--- src/rtl/intcap_pkg.sv ---
package intcap_pkg;
  typedef enum logic [1:0] {
    CNT_IDLE = 2'd0,
    CNT_RUN  = 2'd1,
    CNT_DONE = 2'd2
  } cnt_state_e;

  // Saturating increment: returns the next count and whether it overflowed.
  function automatic logic [32:0] sat_step(input logic [31:0] cur, input logic [31:0] maxv);
    logic [32:0] r;
    if (cur >= maxv) r = {1'b1, maxv};
    else             r = {1'b0, cur + 32'd1};
    return r;
  endfunction
endpackage

--- src/rtl/intcap_phase_edges.sv ---
module intcap_phase_edges (
  input  logic clk,
  input  logic rst_n,
  input  logic int_phase,
  input  logic deint_phase,
  output logic int_start,
  output logic deint_end
);
  logic int_d;
  logic deint_d;

  always_ff @(posedge clk or negedge rst_n) begin
    if (!rst_n) begin
      int_d   <= 1'b0;
      deint_d <= 1'b0;
    end else begin
      int_d   <= int_phase;
      deint_d <= deint_phase;
    end
  end

  assign int_start = int_phase & ~int_d;
  assign deint_end = deint_d & ~deint_phase;
endmodule

--- src/rtl/intcap_counter.sv ---
module intcap_counter
  import intcap_pkg::*;
#(
  parameter int CNT_W = 16
) (
  input  logic             clk,
  input  logic             rst_n,
  input  logic             clr,
  input  logic             deint_phase,
  input  logic             zero_cross,
  output logic [CNT_W-1:0] cnt,
  output logic             ovr
);
  localparam logic [CNT_W-1:0] CNT_MAX = {CNT_W{1'b1}};

  cnt_state_e st_q;
  logic       at_max;

  assign at_max = (cnt == CNT_MAX);

  always_ff @(posedge clk or negedge rst_n) begin
    if (!rst_n) begin
      cnt  <= '0;
      ovr  <= 1'b0;
      st_q <= CNT_IDLE;
    end else if (clr) begin
      cnt  <= '0;
      ovr  <= 1'b0;
      st_q <= CNT_IDLE;
    end else if (deint_phase && st_q != CNT_DONE) begin
      if (zero_cross) begin
        st_q <= CNT_DONE;
      end else if (at_max) begin
        ovr  <= 1'b1;
        st_q <= CNT_DONE;
      end else begin
        cnt  <= cnt + 1'b1;
        st_q <= CNT_RUN;
      end
    end
  end
endmodule

--- src/rtl/intcap_result_latch.sv ---
module intcap_result_latch #(
  parameter int CNT_W = 16
) (
  input  logic             clk,
  input  logic             rst_n,
  input  logic             int_phase,
  input  logic             pol_in,
  input  logic             load,
  input  logic [CNT_W-1:0] cnt,
  input  logic             ovr,
  output logic [CNT_W-1:0] res_count,
  output logic             res_pol,
  output logic             res_ovr
);
  logic pol_q;

  always_ff @(posedge clk or negedge rst_n) begin
    if (!rst_n)         pol_q <= 1'b0;
    else if (int_phase) pol_q <= pol_in;
  end

  always_ff @(posedge clk or negedge rst_n) begin
    if (!rst_n) begin
      res_count <= '0;
      res_pol   <= 1'b0;
      res_ovr   <= 1'b0;
    end else if (load) begin
      res_count <= cnt;
      res_pol   <= pol_q;
      res_ovr   <= ovr;
    end
  end
endmodule

--- src/rtl/intcap_status.sv ---
module intcap_status (
  input  logic clk,
  input  logic rst_n,
  input  logic int_start,
  input  logic load,
  output logic busy,
  output logic status
);
  logic hold_n;

  always_ff @(posedge clk or negedge rst_n) begin
    if (!rst_n)         busy <= 1'b0;
    else if (int_start) busy <= 1'b1;
    else if (load)      busy <= 1'b0;
  end

  // Falling-edge copy keeps the flag up for the half period after a load.
  always_ff @(negedge clk or negedge rst_n) begin
    if (!rst_n) hold_n <= 1'b0;
    else        hold_n <= busy;
  end

  assign status = busy | hold_n;
endmodule

--- src/rtl/intadc_result_capture.sv ---
module intadc_result_capture #(
  parameter int CNT_W = 16
) (
  input  logic             clk,
  input  logic             rst_n,
  input  logic             az_phase,
  input  logic             int_phase,
  input  logic             deint_phase,
  input  logic             zero_cross,
  input  logic             pol_in,
  output logic [CNT_W-1:0] res_count,
  output logic             res_pol,
  output logic             res_ovr,
  output logic             status
);
  logic             int_start;
  logic             deint_end;
  logic             busy;
  logic             load;
  logic             clr;
  logic [CNT_W-1:0] cnt;
  logic             ovr;

  assign clr  = az_phase | int_start;
  assign load = deint_end & busy;

  intcap_phase_edges u_edges (
    .clk        (clk),
    .rst_n      (rst_n),
    .int_phase  (int_phase),
    .deint_phase(deint_phase),
    .int_start  (int_start),
    .deint_end  (deint_end)
  );

  intcap_counter #(.CNT_W(CNT_W)) u_cnt (
    .clk        (clk),
    .rst_n      (rst_n),
    .clr        (clr),
    .deint_phase(deint_phase),
    .zero_cross (zero_cross),
    .cnt        (cnt),
    .ovr        (ovr)
  );

  intcap_result_latch #(.CNT_W(CNT_W)) u_latch (
    .clk      (clk),
    .rst_n    (rst_n),
    .int_phase(int_phase),
    .pol_in   (pol_in),
    .load     (load),
    .cnt      (cnt),
    .ovr      (ovr),
    .res_count(res_count),
    .res_pol  (res_pol),
    .res_ovr  (res_ovr)
  );

  intcap_status u_status (
    .clk      (clk),
    .rst_n    (rst_n),
    .int_start(int_start),
    .load     (load),
    .busy     (busy),
    .status   (status)
  );
endmodule

--- config.mk ---
export PLATFORM = sky130hd
export DESIGN_NAME = intadc_result_capture
export DESIGN_NICKNAME = d
export VERILOG_FILES = /design/src/rtl/intcap_pkg.sv /design/src/rtl/intcap_phase_edges.sv /design/src/rtl/intcap_counter.sv /design/src/rtl/intcap_result_latch.sv /design/src/rtl/intcap_status.sv /design/src/rtl/intadc_result_capture.sv
export SDC_FILE = /design/constraint.sdc
export NUM_CORES = 1
export LEC_CHECK = 0
export CORE_ASPECT_RATIO = 0.75
export CORE_MARGIN = 4
export CORE_UTILIZATION = 35
export CTS_CLUSTER_DIAMETER = 60
export DETAILED_ROUTE_END_ITERATION = 10
export PLACE_DENSITY = 0.52
export SYNTH_ARGS = -nofsm -noshare
export SYNTH_HDL_FRONTEND = slang
export SYNTH_SLANG_ARGS = --single-unit
--- constraint.sdc ---
create_clock -name clk -period 2.45 [get_ports clk]
set_input_delay 0.49 -clock clk [delete_from_list [all_inputs] [get_ports clk]]
set_output_delay 0.49 -clock clk [all_outputs]
set_load 0.02 [all_outputs]
# Word-level counts from Yosys, hierarchy flattened
# Index checks and enable logic that the tools add are counted.
# W data, S select, Z words.
# classes
addsub,1
n_eq_ne,4
n_mux,14
bitwise_logic,7
reduce_logical,6
# ops
op,n
$mux W16,4
$add A16 B1 Y16 const B,1
$eq A16 B16 Y1 const B,1
$mux W2,4
$mux W1,6
$reduce_and A3 Y1,2
$reduce_bool A2 Y1,3
$ne A2 B2 Y1 const B,2
$and A1 B1 Y1,3
$ne A2 B1 Y1 const B,1
$not A1 Y1,2
$or A1 B1 Y1,2
$logic_and A1 B1 Y1,1
# totals
ff_bits,42
inputBits,7

# Logic depth before layout (Yosys ltp)
# Gate-level depths: netlist of the first run.
# depth
word_depth,5
ltp_mapped,6
ltp_nobuf,5

# Hierarchy
# Synthesis of the first run repeated with hierarchy kept, for this count alone.
# unflattened
hier_cells,170
area_unflattened_um2,2055.7
# modules_own_cells
mod,instances,cells_per_inst,area_each_um2,seq_area_each_um2
intcap_counter,1,119,1138.6,475.5
intcap_result_latch,1,40,758.2,475.5
intcap_phase_edges,1,4,77.6,50.0
intcap_status,1,5,68.8,50.0
intadc_result_capture,1,2,12.5,0.0

==> results of run 1 <==
## power by group
| group | total (W) | leakage, nW | internal, W | switching, W |
|---|---|---|---|---|
| logic | 0.000110 | 0.344 | 0.0000500 | 0.0000601 |
| clock network | 0.000555 | 0.0585 | 0.000332 | 0.000222 |
| registers | 0.000719 | 0.571 | 0.000710 | 0.00000971 |
| total | 0.00138 | 0.973 | 0.00109 | 0.000292 |
## cells in the mapped netlist (all sizes together)
cell type  count
dfrtp         41
mux2          15
nand2         15
a21oi         11
or4            7
nor2           6
o21ai          6
o31ai          6
nand3          5
nor4           5
or3            5
inv            4
nand4          4
nor3           4
clkbuf         3
mux2i          3
nand2b         3
nor2b          3
o21a           3
and3           2
buf            2
o311ai         2
o41ai          2
or2            2
a211oi         1
a21o           1
a31oi          1
and2           1
and2b          1
and4           1
dfrtn          1
ha             1
nand3b         1
o211ai         1
## final cells by class
| cell class | instances | area, sq um | area share [%] |
|---|---|---|---|
| clock buffers | 7 | 86.3 | 3.67 |
| clock inverters | 1 | 30.0 | 1.28 |
| inverters | 4 | 15.0 | 0.638 |
| multi-input cells | 118 | 798 | 33.9 |
| flip-flops and latches | 42 | 1050 | 44.6 |
| well taps | 72 | 90.1 | 3.83 |
| repair buffers | 30 | 284 | 12.1 |
## metal layers
| metal | vias to the layer above | share of wire [%] | track usage, % |
|---|---|---|---|
| li1 | 689 | - | - |
| met1 | 709 | 52 | 19.6 |
| met2 | 31 | 42 | 19.2 |
| met3 | 7 | 4.9 | 4.20 |
| met4 | 0 | 1.5 | 4.72 |
| met5 | - | 0 | 0 |
## registers in the layout, indices dropped and copies added, names as in the netlist
| name | count |
|---|---|
| u_cnt.ovr | 1 |
| u_cnt.st_q | 2 |
| u_latch.pol_q | 1 |
| u_latch.res_count | 16 |
| u_status.busy | 1 |
| u_edges.int_d | 1 |
| u_latch.res_ovr | 1 |
| u_edges.deint_d | 1 |
| u_status.hold_n | 1 |
| u_cnt.cnt | 16 |
| u_latch.res_pol | 1 |
## per-stage QoR
stage,instances,util [%],setup TNS [ps]
2_1_floorplan,169,-,0
3_3_place_gp,266,44.1,-362
3_5_place_dp,266,44.1,-360
4_1_cts,274,46.5,-241
5_1_grt,274,46.5,-266
6_report,274,46.5,-226
## timing repair
item	CTS	global route
setup endpoints to repair	1	1
resized for setup	7	0
cloned	0	0
## worst max path at each step
stage	startpoint	end	cells after the start
after floorplan	u_status.hold_n	status	1
final	u_status.hold_n	status	2
after CTS	u_status.hold_n	status	2
after detailed placement	u_status.hold_n	status	2
after global routing	u_status.hold_n	status	2
after global placement	u_status.hold_n	status	2
## cells by family after synthesis
group,share of synthesized area (%)
and+or+nand+nor,19.5
adders and majority gates,0.663
buffers and inverters,2.19
AOI/OAI and AO/OA,11.5
muxes,10.5
DFF,55.7
## critical path, cell delays in order, from the launching register on
cell and delay, ps:
dfrtn_1 320, or2_4 220, buf_6 130
==> impl_metrics.csv, run 1 <==
group,metric,value,unit
drt,num_vias,1436,
drt,drtPass1Iterations,4,
critical_path,r2r-end,"u_cnt.cnt[3]",
timing,clock_skew,10.4,ps
cts,clkTransAtPathRegs,70,ps
status,status,"complete, but fails checks",
floorplanning,die_area,0.00665,sq mm
critical_path,worst_ep_required_time,1960,ps
logic_synthesis,yosys.area.top_type,"dfrtp_1",
timing,setup_viol,1,
critical_path,crit_path_end_kind,"primary output",
layout,nNetsFinal,209,
grt,grt_max_degree,42,
cts,cts_tree,"yes",
logic_synthesis,syn_inst,169,
cts,post_cts_buffers,0,
timing,final.setup.worst_slack,-226,ps
cts,htree_levels,2,
place,dpl_cell_area,0.00223,sq mm
cts,hold_buffers,0,
place,hpwl,3000,microns
logic_synthesis,synth_area,0.00189,sq mm
drt,wire_per_inst,15.1,microns
critical_path,cp_max_fo,1,
layout,final_area,0.00235,sq mm
timing,rsz0062_at_grt,"yes",
critical_path,path_class,"reg -> out",
floorplanning,io_pins,26,
floorplanning,start_util,37.3,%
drt,vias_per_cell,5.24,
place,place.gp.congestion,0.810,
critical_path,worstReg2RegStart,"u_cnt.cnt[8]",
timing,tightest_slew,651,ps
logic_synthesis,yosys_warnings,0,
drt,drc,0,
power_and_ir_drop,cellLeakagePower,0.973,nW
status,violations,"setup timing",
logic_synthesis,netlist.area_leader.share,54.3,%
grt,grt_pass1_wl,7090,microns
layout,layout_common_cells,"41 x dfrtp_1, 23 x clkdlybuf4s50_1, 15 x mux2_2, 15 x nand2_1, 11 x a21oi_1",
grt,grt_pass1_vias,1419,
power_and_ir_drop,irDropWorstVdd,0.247,mV
drt,drtIter0Drc,128,
logic_synthesis,synth_cell_types,37,
drt,ant_nets,0,
timing,drv_slew,0,
timing,relSlewSlack,56.2,%
floorplanning,fp.dieW,92.8,microns
logic_synthesis,synth_fp_nets,177,
logic_synthesis,synth_area_leaders,"dfrtp_1 54%, mux2_2 8.9%, nand2_1 3.0%, a21oi_1 2.9%, or4_1 2.8%",
drt,drt-total-wl,4140,microns
cts,clock_tree.buffer_depth,2,
place,io_buffer_count,25,
place,pre_cts_ws,-360,ps
critical_path,r2r_slack,580,ps
logic_synthesis,avgSynthCellArea,11.2,sq um
layout,final_common_cell,"dfrtp_1",
critical_path,worst-endpoint-arrival,2190,ps
layout,final_layout_size_suffix_gt1_share,16.3,%
grt,grt_use_total,13.6,%
timing,whs,337,ps
layout,area_growth,24.7,%
cts,cts.sinks,42,
floorplanning,row_count,22,
logic_synthesis,synth_seq_area_share,55.7,%
power_and_ir_drop,powerDensity,588,mW/mm^2
power_and_ir_drop,power.total,0.00138,W
cts,clk_latency,290,ps
grt,grt.overflow.total,0,
cts,ctsRootBufferMaster,"clkbuf_8",
flow_run,cap_violations,0,
logic_synthesis,synth-seq-cells,42,
layout,n_antenna_cell,0,
critical_path,start_kind,"flop",
hold_path,hp-class,"in -> async",
grt,antenna_found_initial,0,
critical_path,ff2ff_path_depth,4,
floorplanning,core,0.00506,sq mm
layout,fill_cells,484,
timing,final_hold_viol_count,0,
floorplanning,die_h,71.6,microns
cts,cts_buffers,5,
(Power assumes the default switching activity.)
==> run 2, diff against run 1 <==
Settings changed: CORE_ASPECT_RATIO 0.75 to 0.6, CTS_CLUSTER_SIZE from default to 30.
==> run 2 against run 1 <==
  * The run still ends with setup timing left
  * Critical endpoint unchanged
  * Routed wire length decreased by 3.7%
  * Critical path type unchanged
  * Register-to-register slack about the same
  * Global-route usage decreased by 0.27 points
  * Clock skew decreased by 3.5 ps
  * Cell count decreased by 2.2%
  * Total power decreased by 6.6%
  * Clock power decreased by 16%
  * Critical path depth unchanged
==> impl_metrics.csv, run 2 (synthesis results as in run 1) <==
group,metric,value,unit
drt,drc,0,
power_and_ir_drop,cellLeakagePower,0.963,nW
layout,seqCellArea,0.00105,sq mm
timing,rsz0062_at_grt,"yes",
layout,nNetsFinal,209,
grt,grt_pass1_wl,6850,microns
cts,clkTransAtPathRegs,80,ps
floorplanning,row_count,20,
timing,relSlewSlack,58.3,%
critical_path,worst_ep_required_time,1960,ps
cts,ctsRootBufferMaster,"clkbuf_8",
grt,grt_use_total,13.3,%
grt,antenna_found_initial,0,
layout,area_growth,23.0,%
cts,hold_buffers,0,
floorplanning,core,0.00513,sq mm
floorplanning,fp.dieW,103,microns
status,violations,"setup timing",
layout,layout_common_cells,"41 x dfrtp_1, 23 x clkdlybuf4s50_1, 15 x mux2_2, 15 x nand2_1, 11 x a21oi_1",
critical_path,worst-endpoint-arrival,2200,ps
drt,ant_nets,0,
timing,final_hold_viol_count,0,
timing,clock_skew,6.90,ps
place,hpwl,2750,microns
grt,grt_pass1_vias,1438,
drt,vias_per_cell,5.34,
critical_path,slowest_stage,"dfrtn_1",
layout,final_common_cell,"dfrtp_1",
floorplanning,io_pins,26,
critical_path,critical-path-max-stage-delay,330,ps
cts,cts.sinks,42,
grt,grt.overflow.total,0,
layout,fill_cells,502,
timing,tightest_slew,620,ps
place,place.gp.congestion,0.805,
cts,post_cts_buffers,0,
drt,drt-total-wl,3990,microns
place,dpl_cell_area,0.00223,sq mm
cts,cts_buffers,5,
place,place_inst,260,
floorplanning,die_area,0.00667,sq mm
power_and_ir_drop,p_sw_share,23.6,%
layout,final_layout_size_suffix_gt1_share,16.3,%
power_and_ir_drop,power.total,0.00129,W
cts,clk_latency,290,ps
floorplanning,start_util,36.8,%
timing,setup_viol,1,
power_and_ir_drop,p_clk_share,35.9,%
place,io_buffer_count,25,
power_and_ir_drop,powerDensity,557,mW/mm^2
critical_path,path_class,"reg -> out",
drt,num_vias,1432,
drt,drtPass1Iterations,4,
hold_path,hp-class,"in -> async",
floorplanning,die_h,64.9,microns
cts,htree_levels,2,
power_and_ir_drop,seqPwrFrac,55.7,%
critical_path,start_kind,"flop",
cts,clock_tree.buffer_depth,2,
power_and_ir_drop,combPwrFrac,8.4,%
power_and_ir_drop,p_sw,0.000306,W
critical_path,cp_top_family,"flip-flops",
timing,drv_slew,0,
layout,final_area,0.00232,sq mm
critical_path,crit_path_end_kind,"primary output",
layout,instances_no_fill,268,
status,status,"complete, but fails checks",
power_and_ir_drop,irDropWorstVdd,0.225,mV
flow_run,cap_violations,0,
drt,drtIter0Drc,86,
grt,grt_max_degree,42,
critical_path,cp_max_fo,1,
layout,reg_top3,"u_cnt.cnt: 16 flops, u_latch.res_count: 16 flops, u_cnt.st_q: 2 flops",
cts,cts_tree,"yes",
drt,wire_per_inst,14.9,microns
layout,n_antenna_cell,0,
critical_path,crit_path_cell_trace,"or2_4 -> buf_6",
layout,multi_input_comb_area,798,sq um
critical_path,path_buf_inv,1,
power_and_ir_drop,power.internal,0.000987,W
timing,final.setup.worst_slack,-241,ps
[run 2: changes by cell type in the layout (fill, tap and decap cells not counted), sizes merged]
cell and change:
bufinv -1, clkinv +1
[run 2: path summary, 6_finish.rpt]
check	startpoint	to	slack, ps	cells past startpoint
min in group clk	u_latch.res_count[7]	u_latch.res_count[7]	490	2
setup reg to reg	u_cnt.cnt[0]	u_cnt.cnt[4]	580	5
hold reg to reg	u_latch.res_count[7]	u_latch.res_count[7]	490	2
setup / recovery	u_status.hold_n	status	-240	2
max in group asynchronous	rst_n	u_status.hold_n	1220	1
hold / removal	rst_n	u_latch.res_count[13]	310	2
[run 2: final cells by class]
class	instances	share of cell area, %
Multi-Input combinational cell	118	34.4
Tap cell	66	3.56
Clock inverter	1	0.216
Clock buffer	7	3.72
Inverter	4	0.647
Sequential cell	42	45.3
Timing Repair Buffer	30	12.2
[run 2: per-stage QoR]
stage	setup TNS, ps	hold WS, ps	utilization [%]	setup slack [ps]
2_1_floorplan	0	194	-	114
3_3_place_gp	-363	470	43.4	-363
3_5_place_dp	-381	473	43.4	-381
4_1_cts	-249	336	45.3	-249
5_1_grt	-274	367	45.3	-274
6_report	-241	307	45.3	-241
[run 2: repair_timing]
| action | CTS | global route |
|---|---|---|
| setup endpoints to repair | 1 | 1 |
| gates resized for setup | 7 | 0 |
| endpoints found under the hold margin | 0 | 0 |
[run 2: routing by layer]
metal	vias up	track usage (%)	part of all wire, %
li1	693	-	-
met4	0	2.91	0.48
met2	26	19.5	43
met5	-	0	0
met3	2	3.87	4.4
met1	711	19.3	52
[run 2: power by group through the flow]
| stage | clock network [W] | registers, W | logic [W] |
|---|---|---|---|
| 3_5_place_dp | 0 | 0.000733 | 0.000110 |
| 3_3_place_gp | 0 | 0.000732 | 0.000108 |
| 2_1_floorplan | 0 | 0.000740 | 0.0000430 |
| 4_1_cts | 0.000475 | 0.000720 | 0.000112 |
| 5_1_grt | 0.000504 | 0.000722 | 0.000121 |
| 6_report | 0.000464 | 0.000720 | 0.000109 |
